==> config.mk <==
export PLATFORM = sky130hd
export DESIGN_NAME = pport_regs
export DESIGN_NICKNAME = d
export VERILOG_FILES = /design/src/rtl/pport_pkg.sv /design/src/rtl/pport_strobe_sync.sv /design/src/rtl/pport_ctrl_reg.sv /design/src/rtl/pport_port_latch.sv /design/src/rtl/pport_read_mux.sv /design/src/rtl/pport_regs.sv
export SDC_FILE = /design/constraint.sdc
export NUM_CORES = 1
export LEC_CHECK = 0
export ABC_AREA = 1
export BUFFER_PORTS_ARGS = -buffer_cell sky130_fd_sc_hd__buf_2
export CAP_MARGIN = 40
export CORE_MARGIN = 4
export CORE_UTILIZATION = 49
export DETAILED_ROUTE_END_ITERATION = 12
export PLACE_DENSITY = 0.8
export SETUP_SLACK_MARGIN = 0.05
export SLEW_MARGIN = 10
export SYNTH_ARGS = -nofsm -noshare
export SYNTH_HDL_FRONTEND = slang
export SYNTH_SLANG_ARGS = --single-unit
==> constraint.sdc <==
create_clock -name clk -period 1.6 [get_ports clk]
set_input_delay 0.4 -clock clk [delete_from_list [all_inputs] [get_ports clk]]
set_output_delay 0.4 -clock clk [all_outputs]
set_load 0.02 [all_outputs]
==> src/rtl/pport_pkg.sv <==
package pport_pkg;
  localparam int PORT_W = 8;
  localparam int NIB_W  = PORT_W / 2;
  localparam int IDX_W  = $clog2(PORT_W);

  localparam logic [1:0] ADDR_A   = 2'd0;
  localparam logic [1:0] ADDR_B   = 2'd1;
  localparam logic [1:0] ADDR_C   = 2'd2;
  localparam logic [1:0] ADDR_CTL = 2'd3;

  typedef struct packed {
    logic [1:0] a_mode;
    logic       a_in;
    logic       chi_in;
    logic       b_mode;
    logic       b_in;
    logic       clo_in;
  } ctl_t;

  localparam ctl_t CTL_RESET = '{a_mode: 2'd0, a_in: 1'b1, chi_in: 1'b1,
                                 b_mode: 1'b0, b_in: 1'b1, clo_in: 1'b1};
endpackage

==> src/rtl/pport_strobe_sync.sv <==
module pport_strobe_sync #(
  parameter int STAGES = 2
) (
  input  logic clk,
  input  logic rst,
  input  logic strobe_n,
  output logic pulse
);
  logic [STAGES:0] shreg;

  always_ff @(posedge clk) begin
    if (rst) shreg <= '0;
    else     shreg <= {shreg[STAGES-1:0], ~strobe_n};
  end

  assign pulse = shreg[STAGES-1] & ~shreg[STAGES];

  assert_single_pulse_R10: assert property (@(posedge clk) disable iff (rst)
    pulse |=> !pulse);
endmodule

==> src/rtl/pport_ctrl_reg.sv <==
module pport_ctrl_reg
  import pport_pkg::*;
(
  input  logic              clk,
  input  logic              rst,
  input  logic              we,
  input  logic [PORT_W-1:0] wdata,
  output ctl_t              ctl,
  output logic              mode_we,
  output logic              bsr_we,
  output logic [IDX_W-1:0]  bsr_idx,
  output logic              bsr_val
);
  assign mode_we = we &  wdata[PORT_W-1];
  assign bsr_we  = we & ~wdata[PORT_W-1];
  assign bsr_idx = wdata[IDX_W:1];
  assign bsr_val = wdata[0];

  always_ff @(posedge clk) begin
    if (rst) ctl <= CTL_RESET;
    else if (mode_we) ctl <= ctl_t'(wdata[6:0]);
  end

  assert_bsr_keeps_mode_R5: assert property (@(posedge clk) disable iff (rst)
    bsr_we |=> (ctl == $past(ctl)));
endmodule

==> src/rtl/pport_port_latch.sv <==
module pport_port_latch #(
  parameter int W = 8,
  localparam int IW = $clog2(W)
) (
  input  logic          clk,
  input  logic          rst,
  input  logic          clr,
  input  logic          wr_en,
  input  logic [W-1:0]  wdata,
  input  logic          bit_en,
  input  logic [IW-1:0] bit_idx,
  input  logic          bit_val,
  output logic [W-1:0]  q
);
  always_ff @(posedge clk) begin
    if (rst || clr) q <= '0;
    else if (wr_en) q <= wdata;
    else if (bit_en) q[bit_idx] <= bit_val;
  end

  assert_mode_clear_R3: assert property (@(posedge clk) disable iff (rst)
    clr |=> (q == '0));
  assert_bit_update_R5: assert property (@(posedge clk) disable iff (rst)
    (bit_en && !clr && !wr_en) |=> (q[$past(bit_idx)] == $past(bit_val)));
endmodule

==> src/rtl/pport_read_mux.sv <==
module pport_read_mux
  import pport_pkg::*;
(
  input  logic              rd_en,
  input  logic [1:0]        addr,
  input  ctl_t              ctl,
  input  logic [PORT_W-1:0] pa_pin,
  input  logic [PORT_W-1:0] pb_pin,
  input  logic [PORT_W-1:0] pc_pin,
  input  logic [PORT_W-1:0] pa_q,
  input  logic [PORT_W-1:0] pb_q,
  input  logic [PORT_W-1:0] pc_q,
  output logic [PORT_W-1:0] rdata,
  output logic              rvalid
);
  logic [PORT_W-1:0] a_view, b_view, c_view;

  assign a_view = ctl.a_in ? pa_pin : pa_q;
  assign b_view = ctl.b_in ? pb_pin : pb_q;
  assign c_view = {ctl.chi_in ? pc_pin[PORT_W-1:NIB_W] : pc_q[PORT_W-1:NIB_W],
                   ctl.clo_in ? pc_pin[NIB_W-1:0]      : pc_q[NIB_W-1:0]};

  always_comb begin
    rdata = '0;
    if (rd_en) begin
      unique case (addr)
        ADDR_A:  rdata = a_view;
        ADDR_B:  rdata = b_view;
        ADDR_C:  rdata = c_view;
        default: rdata = '0;
      endcase
    end
  end

  assign rvalid = rd_en;
endmodule

==> src/rtl/pport_regs.sv <==
module pport_regs
  import pport_pkg::*;
#(
  parameter int SYNC_STAGES = 2
) (
  input  logic              clk,
  input  logic              rst,
  input  logic              cs_n,
  input  logic [1:0]        addr,
  input  logic              rd_n,
  input  logic              wr_n,
  input  logic [PORT_W-1:0] din,
  output logic [PORT_W-1:0] dout,
  output logic              dout_oe,
  input  logic [PORT_W-1:0] pa_in,
  input  logic [PORT_W-1:0] pb_in,
  input  logic [PORT_W-1:0] pc_in,
  output logic [PORT_W-1:0] pa_out,
  output logic [PORT_W-1:0] pb_out,
  output logic [PORT_W-1:0] pc_out,
  output logic              pa_oe,
  output logic              pb_oe,
  output logic              pc_hi_oe,
  output logic              pc_lo_oe,
  output logic [1:0]        grpa_mode,
  output logic              grpb_mode
);
  localparam int NPORT = 3;

  logic              wr_pulse, wr_go;
  logic              mode_we, bsr_we, bsr_val;
  logic [IDX_W-1:0]  bsr_idx;
  ctl_t              ctl;
  logic [PORT_W-1:0] latch_q [NPORT];

  pport_strobe_sync #(.STAGES(SYNC_STAGES)) u_sync (
    .clk(clk), .rst(rst), .strobe_n(wr_n), .pulse(wr_pulse)
  );

  assign wr_go = wr_pulse & ~cs_n;

  pport_ctrl_reg u_ctl (
    .clk(clk), .rst(rst), .we(wr_go && addr == ADDR_CTL), .wdata(din),
    .ctl(ctl), .mode_we(mode_we), .bsr_we(bsr_we),
    .bsr_idx(bsr_idx), .bsr_val(bsr_val)
  );

  for (genvar i = 0; i < NPORT; i++) begin : g_port
    pport_port_latch #(.W(PORT_W)) u_latch (
      .clk(clk), .rst(rst), .clr(mode_we),
      .wr_en(wr_go && addr == 2'(i)), .wdata(din),
      .bit_en((i == NPORT - 1) ? bsr_we : 1'b0),
      .bit_idx(bsr_idx), .bit_val(bsr_val),
      .q(latch_q[i])
    );
  end

  pport_read_mux u_rd (
    .rd_en(~cs_n & ~rd_n), .addr(addr), .ctl(ctl),
    .pa_pin(pa_in), .pb_pin(pb_in), .pc_pin(pc_in),
    .pa_q(latch_q[0]), .pb_q(latch_q[1]), .pc_q(latch_q[2]),
    .rdata(dout), .rvalid(dout_oe)
  );

  assign pa_out    = latch_q[0];
  assign pb_out    = latch_q[1];
  assign pc_out    = latch_q[2];
  assign pa_oe     = ~ctl.a_in;
  assign pb_oe     = ~ctl.b_in;
  assign pc_hi_oe  = ~ctl.chi_in;
  assign pc_lo_oe  = ~ctl.clo_in;
  assign grpa_mode = ctl.a_mode;
  assign grpb_mode = ctl.b_mode;

  assert_cs_gate_R9: assert property (@(posedge clk) disable iff (rst)
    cs_n |=> ($stable(pa_out) && $stable(pb_out) && $stable(pc_out)));
  assert_ctl_read_zero_R8: assert property (@(posedge clk) disable iff (rst)
    (dout_oe && addr == ADDR_CTL) |-> (dout == '0));
endmodule

==> results of run 1 <==
logic make-up after synthesis:
logic type	count (synthesis)
and+or+nand+nor	183
DFF	34
AOI/OAI and AO/OA	62
buffers and inverters	44
final cells by class:
| cell class | count | area [um2] | share of cell area |
|---|---|---|---|
| clock buffer | 7 | 76.3 | 0.0277 |
| clock inverter | 1 | 30.0 | 0.0109 |
| inverter | 34 | 141 | 0.0513 |
| multi-input combinational | 246 | 1170 | 0.426 |
| sequential | 34 | 688 | 0.250 |
| tap | 48 | 60.1 | 0.0218 |
| timing repair buffer | 95 | 583 | 0.212 |
| timing repair inverter | 1 | 3.75 | 0.00136 |
through the flow:
stage          setup WS, ps  hold WS [ps]  utilization  total power [mW]  area (um2)
2_1_floorplan          56.9           388            -              1.03        2010
3_3_place_gp           -196           398        0.664              1.15        2520
3_5_place_dp           -188           397        0.664              1.16        2520
4_1_cts                -199           257        0.718              1.93        2730
5_1_grt                -264           260        0.725              2.03        2760
6_report               -227           262        0.725              1.94        2760
power groups by stage:
stage	logic [mW]	clock network [mW]	registers, mW
finish	0.309	0.772	0.861
global route	0.339	0.826	0.861
detailed placement	0.276	0	0.881
floorplan	0.142	0	0.887
CTS	0.298	0.775	0.861
global placement	0.274	0	0.881
Yosys cell counts, types with 3 or more instances:
cell type	instances	share of area
a21oi_1	22	0.055
buf_4	5	0.019
clkinv_1	4	0.0075
dfxtp_1	34	0.34
inv_1	26	0.049
inv_2	3	0.0056
nand2_1	94	0.18
nand2_2	4	0.012
nand3_1	18	0.045
nor2_1	58	0.11
o211ai_1	10	0.037
o21a_1	3	0.011
o21ai_0	27	0.067
path summary, 6_finish.rpt:
check | to | slack (ps)
setup / recovery | dout[0] | -230
setup reg to reg | g_port[2].u_latch.q[1] | 340
hold reg to reg | u_sync.shreg[1] | 410
hold / removal | u_sync.shreg[0] | 260
routing by layer:
layer / vias up / track usage / share of wire / routed length [um]
met2: 112 / 0.387 / 0.45 / 2790
met5: - / 0 / 0 / 0
met3: 17 / 0.0623 / 0.093 / 573
met1: 1035 / 0.311 / 0.43 / 2620
li1: 1214 / - / - / -
met4: 0 / 0.0960 / 0.028 / 172
sequential cells by signal, summed over array words and instances, names as in the netlist:
signal,cells
u_sync.shreg,3
u_ctl.ctl,7
g_port.u_latch.q,24
timing repair:
action / 4_1_cts / 5_1_grt
resized for setup: 39 / 19
endpoints found under the setup margin: 8 / 8
pin swaps: 8 / 10
hold buffers: 0 / 0
cloned: 2 / 0
setup buffers: 1 / 0
==> impl_metrics.env, run 1 <==
export IMPL_status="complete, but fails checks"
export IMPL_failed_checks="negative setup slack"
export IMPL_pwr_share_clk=0.397
export IMPL_worstSkewPairLatency_ps=280
export IMPL_fin_crit_sh=1.14
export IMPL_worstReg2RegStart="u_sync.shreg[1]"
export IMPL_drt_iter0_drc=202
export IMPL_n_antenna_cell=0
export IMPL_sw_frac_of_total=0.255
export IMPL_drtPass1Iterations=4
export IMPL_synth_seq_area_share=0.340
export IMPL_setup_ws_ps=-227
export IMPL_grt_pass1_wl_mm=9.92
export IMPL_yosys_area_share_adder=0
export IMPL_syn_inst=323
export IMPL_antenna_found_initial=0
export IMPL_finalNonFillerCells=466
export IMPL_tightest_slew_ps=291
export IMPL_grt_pass1_vias=2156
export IMPL_syn_avg_cell_area_um2=6.21
export IMPL_dieArea_um2=5180
export IMPL_finClkSkew_ps=3.81
export IMPL_vias=2378
export IMPL_final_common_cell="nand2_1"
export IMPL_synth_compound_area_frac=0.171
export IMPL_syn_to_final_growth_pct=37.5
export IMPL_ant_nets=0
export IMPL_crit_cells=8
export IMPL_drv_slew=0
export IMPL_synthDistinctLibCells=23
export IMPL_worst_path_dominant_cell_family="flip-flops"
export IMPL_cp_common_cell="buf_6"
export IMPL_async_flop_share=0
export IMPL_max_stage_delay_ps=340
export IMPL_cp_end_kind="output port"
export IMPL_synth_simple_area_share=0.386
export IMPL_htree_levels=2
export IMPL_rsz0062_at_grt="true"
export IMPL_hold_path_depth=2
export IMPL_grt_start_max_net_pins=18
export IMPL_die_w_um=72.0
export IMPL_initial_utilization=0.528
export IMPL_synth_top_family_by_area="simple AND/OR/NAND/NOR gates"
export IMPL_pwr_share_seq=0.443
export IMPL_min_from="wr_n"
export IMPL_clk_transition_reported_paths_ps=70
export IMPL_totalNegativeSetupSlack_ps=-1120
export IMPL_maxCapViolCount=0
export IMPL_dpl_hpwl_mm=4.61
export IMPL_cts_tree="yes"
export IMPL_finalWeightedCongestion=0.959
export IMPL_period_needed_ps=1830
export IMPL_via_per_inst=5.10
export IMPL_grt_util_all_layers=0.242
export IMPL_cp_cell_sequence="buf_6 -> nor2_2 -> nor2_1 -> o21ai_1 -> nand2_1 -> o21ai_2 -> inv_1 -> buf_6"
export IMPL_synth_ff_type="dfxtp_1"
export IMPL_synth_seq_cells=34
export IMPL_crit_path_top_delay_cell="dfxtp_2"
export IMPL_wl_per_cell_um=13.2
export IMPL_syn_cell_area_um2=2000
export IMPL_internal_power_mw=1.45
export IMPL_worstSetupPathType="reg -> out"
export IMPL_clk_path_buf_depth=2
export IMPL_setup_viol=8
export IMPL_layout_drive_gt1_share=0.342
export IMPL_yosys_warnings=0
export IMPL_wl_mm=6.16
export IMPL_cp_arrival_ps=1430
export IMPL_critPathRequiredTime_ps=1200
export IMPL_fillers=342
export IMPL_drc_errors=0
export IMPL_dp_cells=455
export IMPL_power_switching_mw=0.496
export IMPL_combPwrFrac=0.159
export IMPL_syn_nets=362
export IMPL_hold_viol_final=0
export IMPL_cts_root_buf="clkbuf_8"
export IMPL_leakagePower_nw=1.47
export IMPL_final_cell_mix="94 x nand2_1, 69 x buf_2, 50 x nor2_1"
export IMPL_hp_class="in -> reg"
export IMPL_synth_xor_area_share=0
export IMPL_worst_r2r_path_depth=6
export IMPL_vdd_drop_max_uv=553
export IMPL_max_slew_margin_rel=0.804
export IMPL_die_h_um=72.0
export IMPL_crit_buf_inv=3
export IMPL_cp_start_kind="register"
export IMPL_rows=22
export IMPL_synth_edf_count=0
export IMPL_crit_start="u_ctl.ctl[1]"
export IMPL_cts_sinks=34
export IMPL_final_nets=456
export IMPL_core_um2=3800
export IMPL_powerDensity_nw_per_um2=705
export IMPL_io_buffers=78
export IMPL_ios=79
export IMPL_synth_mux_area_frac=0
export IMPL_critPathMaxFanout=8
export IMPL_cts_made_buffers=5
export IMPL_grt_overflow=0
export IMPL_max_clock_freq_mhz=547
No activity file was read; power rests on OpenSTA's default activity.
==> inputs of run 2 (changes only) <==
- RECOVER_POWER: unset -> 25
==> run 2 against run 1 <==
Net effect:
- the flow still finishes with violations (negative setup slack)
- first-iteration DRC count decreased by 4.5%
- core utilization shrank 0.82 points
- critical path depth stayed put
- sequential power about the same
- register-to-register slack lost 410 ps
- die area unchanged
- cell area is 1.1% lower
- non-clock buffer count stayed put
- largest cell class unchanged
- highest routed layer unchanged
==> impl_metrics.env, run 2 (synthesis gave the netlist of run 1 again) <==
export IMPL_rows=22
export IMPL_ios=79
export IMPL_setup_ws_ps=-222
export IMPL_rsz0062_at_grt="true"
export IMPL_failed_checks="negative setup slack"
export IMPL_cp_common_cell="buf_6"
export IMPL_grt_util_all_layers=0.242
export IMPL_layout_drive_gt1_share=0.323
export IMPL_hp_class="in -> reg"
export IMPL_worstSetupPathType="reg -> out"
export IMPL_vias=2377
export IMPL_vdd_drop_max_uv=559
export IMPL_io_buffers=78
export IMPL_cp_end_kind="output port"
export IMPL_drv_slew=0
export IMPL_critPathMaxFanout=8
export IMPL_leakagePower_nw=1.43
export IMPL_finalNonFillerCells=466
export IMPL_cp_cell_sequence="buf_6 -> nor2_2 -> nor2_1 -> o21ai_1 -> nand2_1 -> o21ai_2 -> inv_1 -> buf_6"
export IMPL_clk_transition_reported_paths_ps=70
export IMPL_hold_slack_ps=263
export IMPL_crit_path_top_delay_cell="dfxtp_2"
export IMPL_final_cell_mix="95 x nand2_1, 63 x buf_2, 50 x nor2_1"
export IMPL_drtPass1Iterations=4
export IMPL_top_register="g_port.u_latch.q"
export IMPL_antenna_found_initial=0
export IMPL_via_per_inst=5.10
export IMPL_cts_sinks=34
export IMPL_die_w_um=72.0
export IMPL_finalWeightedCongestion=0.959
export IMPL_largest_reg_flops=24
export IMPL_n_antenna_cell=0
export IMPL_final_nets=456
export IMPL_grt_overflow=0
export IMPL_wl_per_cell_um=13.2
export IMPL_max_clock_freq_mhz=549
export IMPL_max_stage_delay_ps=340
export IMPL_fin_crit_sh=1.14
export IMPL_drc_errors=0
export IMPL_cts_root_buf="clkbuf_8"
export IMPL_clk_path_buf_depth=2
export IMPL_dpl_hpwl_mm=4.61
export IMPL_initial_utilization=0.528
export IMPL_finalPower_mw=1.94
export IMPL_final_common_cell="nand2_1"
export IMPL_status="complete, but fails checks"
export IMPL_hold_viol_final=0
export IMPL_worstSkewPairLatency_ps=280
export IMPL_powerDensity_nw_per_um2=710
export IMPL_dp_cells=455
export IMPL_place_area_um2=2520
export IMPL_cp_arrival_ps=1420
export IMPL_die_h_um=72.0
export IMPL_cts_tree="yes"
export IMPL_critPathRequiredTime_ps=1200
export IMPL_setup_viol=33
export IMPL_tightest_slew_ps=436
export IMPL_cts_made_buffers=5
export IMPL_cp_start_kind="register"
export IMPL_pre_cts_ws_ps=-188
export IMPL_grt_pass1_vias=2156
export IMPL_core_um2=3800
export IMPL_max_slew_margin_rel=0.709
export IMPL_drt_iter0_drc=193
export IMPL_maxCapViolCount=0
export IMPL_grt_pass1_wl_mm=9.92
export IMPL_ant_nets=0
export IMPL_fillers=347
export IMPL_htree_levels=2
export IMPL_hold_path_depth=2
export IMPL_worst_r2r_path_depth=7
export IMPL_reg_top3="g_port.u_latch.q: 24 flops, u_ctl.ctl: 7 flops, u_sync.shreg: 3 flops"
export IMPL_dieArea_um2=5180
export IMPL_wl_mm=6.17
export IMPL_postLayoutCellArea_um2=2720
export IMPL_period_needed_ps=1820
export IMPL_finClkSkew_ps=4.49
export IMPL_syn_to_final_growth_pct=35.9
export IMPL_grt_start_max_net_pins=18
==> run 2: through the flow <==
step                      utilization  TNS [ps]
after floorplan                     -         0
after global placement          0.664     -1270
after detailed placement        0.664     -1370
after CTS                       0.718     -1300
after global routing            0.717     -5160
final                           0.717     -1550
==> run 2: metal layers <==
metal	share of wire	GRT usage	wire, um
met1	0.43	0.311	2630
met4	0.026	0.0960	163
met5	0	0	0
met3	0.093	0.0623	574
met2	0.45	0.387	2800
==> run 2: final timing paths <==
kind / slack [ps] / startpoint / end
worst max-delay path: -220 / u_ctl.ctl[1] / dout[0]
worst min-delay path: 260 / wr_n / u_sync.shreg[0]
worst max register to register: -70 / u_sync.shreg[2] / u_ctl.ctl[0]
worst min register to register: 410 / u_sync.shreg[0] / u_sync.shreg[1]
==> run 2: worst max-delay path, delay by kind of cell (launching register included) <==
family	cells	cell delay [ps]
flip-flops	1	340
AO/OA/AOI/OAI	2	230
AND/OR/NAND/NOR	3	240
buffers and inverters	3	340
==> run 2: power by group <==
group	switching [mW]	total (mW)	internal, mW
Clock	0.303	0.769	0.466
Combinational	0.182	0.306	0.124
Sequential	0.00623	0.860	0.854
Total	0.491	1.94	1.44
==> run 2: area by class of cell <==
type | instances | area [um2] | area share
repair inverters | 1 | 3.75 | 0.00138
inverters | 34 | 138 | 0.0505
well taps | 48 | 60.1 | 0.0220
flip-flops and latches | 34 | 688 | 0.253
repair buffers | 95 | 576 | 0.211
clock inverters | 1 | 30.0 | 0.0110
multi-input cells | 246 | 1150 | 0.423
clock buffers | 7 | 76.3 | 0.0280
==> run 2: timing repair <==
| action | 4_1_cts | 5_1_grt |
|---|---|---|
| setup buffers | 1 | 0 |
| pin swaps | 8 | 10 |
| hold buffers | 0 | 0 |
| cloned | 2 | 0 |
| endpoints found under the setup margin | 8 | 8 |
| resized for setup | 39 | 19 |
==> inputs of run 3 (changes only) <==
--- a/config.mk
+++ b/config.mk
@@ -20 +20,2 @@
 export SYNTH_SLANG_ARGS = --single-unit
+export TNS_END_PERCENT = 30
==> constraint.sdc (replaced) <==
create_clock -name clk -period 1.6 [get_ports clk]
set_input_delay 0.24 -clock clk [delete_from_list [all_inputs] [get_ports clk]]
set_output_delay 0.24 -clock clk [all_outputs]
set_load 0.02 [all_outputs]
==> run 3 against run 2 <==
Net effect:
- the flow still finishes with violations (negative setup slack)
- flip-flop and latch count did not move
- sequential power about the same
- critical path depth unchanged
- combinational power is 7.5% lower
- core utilization fell by 1.9 points
- first-iteration DRC count increased by 15%
- global-route usage about the same
- via count increased by 2.0%
- worst setup slack improved by 160 ps
- largest cell class unchanged
==> impl_metrics.env, run 3 (synthesis gave the netlist of run 1 again) <==
export IMPL_status="complete, but fails checks"
export IMPL_failed_checks="negative setup slack"
export IMPL_n_antenna_cell=0
export IMPL_antenna_found_initial=0
export IMPL_setup_viol=6
export IMPL_grt_pass1_wl_mm=9.89
export IMPL_finalPower_mw=2.11
export IMPL_die_h_um=72.0
export IMPL_drc_errors=0
export IMPL_regToRegEndpoint="g_port[0].u_latch.q[7]"
export IMPL_io_buffers=78
export IMPL_dieArea_um2=5180
export IMPL_cts_made_buffers=5
export IMPL_worstSkewPairLatency_ps=290
export IMPL_htree_levels=2
export IMPL_vias=2424
export IMPL_hold_viol_final=0
export IMPL_cts_sinks=34
export IMPL_fin_crit_sh=1.04
export IMPL_hp_class="in -> reg"
export IMPL_clk_transition_reported_paths_ps=80
export IMPL_reg_top3="g_port.u_latch.q: 24 flops, u_ctl.ctl: 7 flops, u_sync.shreg: 3 flops"
export IMPL_finalWeightedCongestion=0.946
export IMPL_rrSetupSlack_ps=210
export IMPL_drtPass1Iterations=5
export IMPL_tightest_slew_ps=511
export IMPL_syn_to_final_growth_pct=32.2
export IMPL_dpl_hpwl_mm=4.70
export IMPL_cts_root_buf="clkbuf_8"
export IMPL_cp_common_cell="nor2_1"
export IMPL_period_needed_ps=1660
export IMPL_setup_ws_ps=-64.7
export IMPL_critPathRequiredTime_ps=1360
export IMPL_drt_iter0_drc=222
export IMPL_cp_end_kind="output port"
export IMPL_maxCapViolCount=0
export IMPL_critical_path_endpoint="dout[3]"
export IMPL_largest_reg_flops=24
export IMPL_finClkSkew_ps=6.91
export IMPL_utilization=0.698
export IMPL_worst_path_dominant_cell_family="flip-flops"
export IMPL_worst_r2r_path_depth=6
export IMPL_leakagePower_nw=1.39
export IMPL_grt_start_max_net_pins=18
export IMPL_final_common_cell="nand2_1"
export IMPL_vdd_drop_max_uv=602
export IMPL_final_cell_mix="94 x nand2_1, 59 x buf_2, 55 x nor2_1"
export IMPL_top_register="g_port.u_latch.q"
export IMPL_worstReg2RegStart="u_sync.shreg[1]"
export IMPL_max_clock_freq_mhz=601
export IMPL_crit_cells=8
export IMPL_fillers=349
export IMPL_cp_start_kind="register"
export IMPL_powerDensity_nw_per_um2=796
export IMPL_cp_cell_sequence="clkinv_4 -> nor2_1 -> nor2_1 -> o21ai_0 -> o211ai_1 -> nand2_1 -> inv_1 -> buf_4"
export IMPL_ios=79
export IMPL_core_um2=3800
export IMPL_cts_hold_buf=0
export IMPL_initial_utilization=0.528
export IMPL_drv_slew=0
export IMPL_crit_buf_inv=3
export IMPL_grt_pass1_vias=2216
export IMPL_max_stage_delay_ps=370
export IMPL_max_slew_margin_rel=0.660
export IMPL_crit_start="u_ctl.ctl[0]"
export IMPL_critPathMaxFanout=8
export IMPL_grt_overflow=0
export IMPL_cp_arrival_ps=1420
export IMPL_final_nets=447
export IMPL_wl_per_cell_um=13.8
export IMPL_rows=22
export IMPL_worstSetupPathType="reg -> out"
export IMPL_via_per_inst=5.30
export IMPL_layout_drive_gt1_share=0.274
export IMPL_grt_util_all_layers=0.242
export IMPL_rsz0062_at_grt="true"
export IMPL_clk_path_buf_depth=2
export IMPL_wl_mm=6.30
export IMPL_crit_path_top_delay_cell="dfxtp_2"
export IMPL_cts_tree="yes"
export IMPL_die_w_um=72.0
export IMPL_ant_nets=0
run 3: cell count changes in the layout (fill, tap and decap cells not counted), sizes merged:
cell | previous run | this run
buf | 89 | 74
bufinv | 1 | 2
clkbuf | 13 | 19
clkinv | 4 | 6
clkinvlp | 1 | 0
inv | 30 | 29
nor2 | 62 | 61
run 3: worst reg2reg max path: cells and delay by family (launching register included):
| kind | cells | cell delay [ps] |
|---|---|---|
| AO/OA/AOI/OAI | 1 | 70 |
| AND/OR/NAND/NOR | 4 | 600 |
| buffers and inverters | 1 | 230 |
| flip-flops | 1 | 370 |
run 3: repair_timing:
action                                  4_1_cts  5_1_grt
gates resized for setup                      37        3
pin swaps                                     3        3
endpoints found under the setup margin        8        8
setup buffers                                 1        0
run 3: power by group:
part           switching, mW  internal [mW]
Sequential           0.00685          0.854
Clock                  0.343          0.624
Combinational          0.178          0.105
run 3: worst min-delay path by stage:
stage	slack, ps	cells after the start	from	end
2_1_floorplan	310	1	wr_n	u_sync.shreg[0]
6_report	90	2	wr_n	u_sync.shreg[0]
3_3_place_gp	390	2	wr_n	u_sync.shreg[0]
3_5_place_dp	400	2	wr_n	u_sync.shreg[0]
5_1_grt	90	2	wr_n	u_sync.shreg[0]
4_1_cts	90	2	wr_n	u_sync.shreg[0]
run 3: layout make-up:
type	instances	area (um2)	area share
clock buffer	5	68.8	0.0260
clock inverter	3	68.8	0.0260
inverter	34	144	0.0543
multi-input combinational	245	1140	0.429
sequential	34	688	0.260
tap	48	60.1	0.0227
timing repair buffer	88	484	0.183
run 3: routing by layer:
layer  vias to the layer above  routed length [um]  global-route usage
met4                         0                 244               0.125
met5                         -                   0                   0
met3                        26                 605              0.0582
met2                       117                2950               0.402
li1                       1198                   -                   -
met1                      1083                2500               0.290
run 3: per-stage QoR:
stage | instances | setup TNS, ps | setup WS (ps) | cell area (um2) | hold WS, ps
5_1_grt | 457 | -887 | -157 | 2650 | 87.6
6_report | 457 | -305 | -64.7 | 2650 | 93.4
3_3_place_gp | 448 | 0 | 101 | 2460 | 391
2_1_floorplan | 323 | 0 | 84.2 | 2000 | 307
3_5_place_dp | 448 | 0 | 87.7 | 2460 | 403
4_1_cts | 457 | -99.6 | -29.8 | 2660 | 90.8
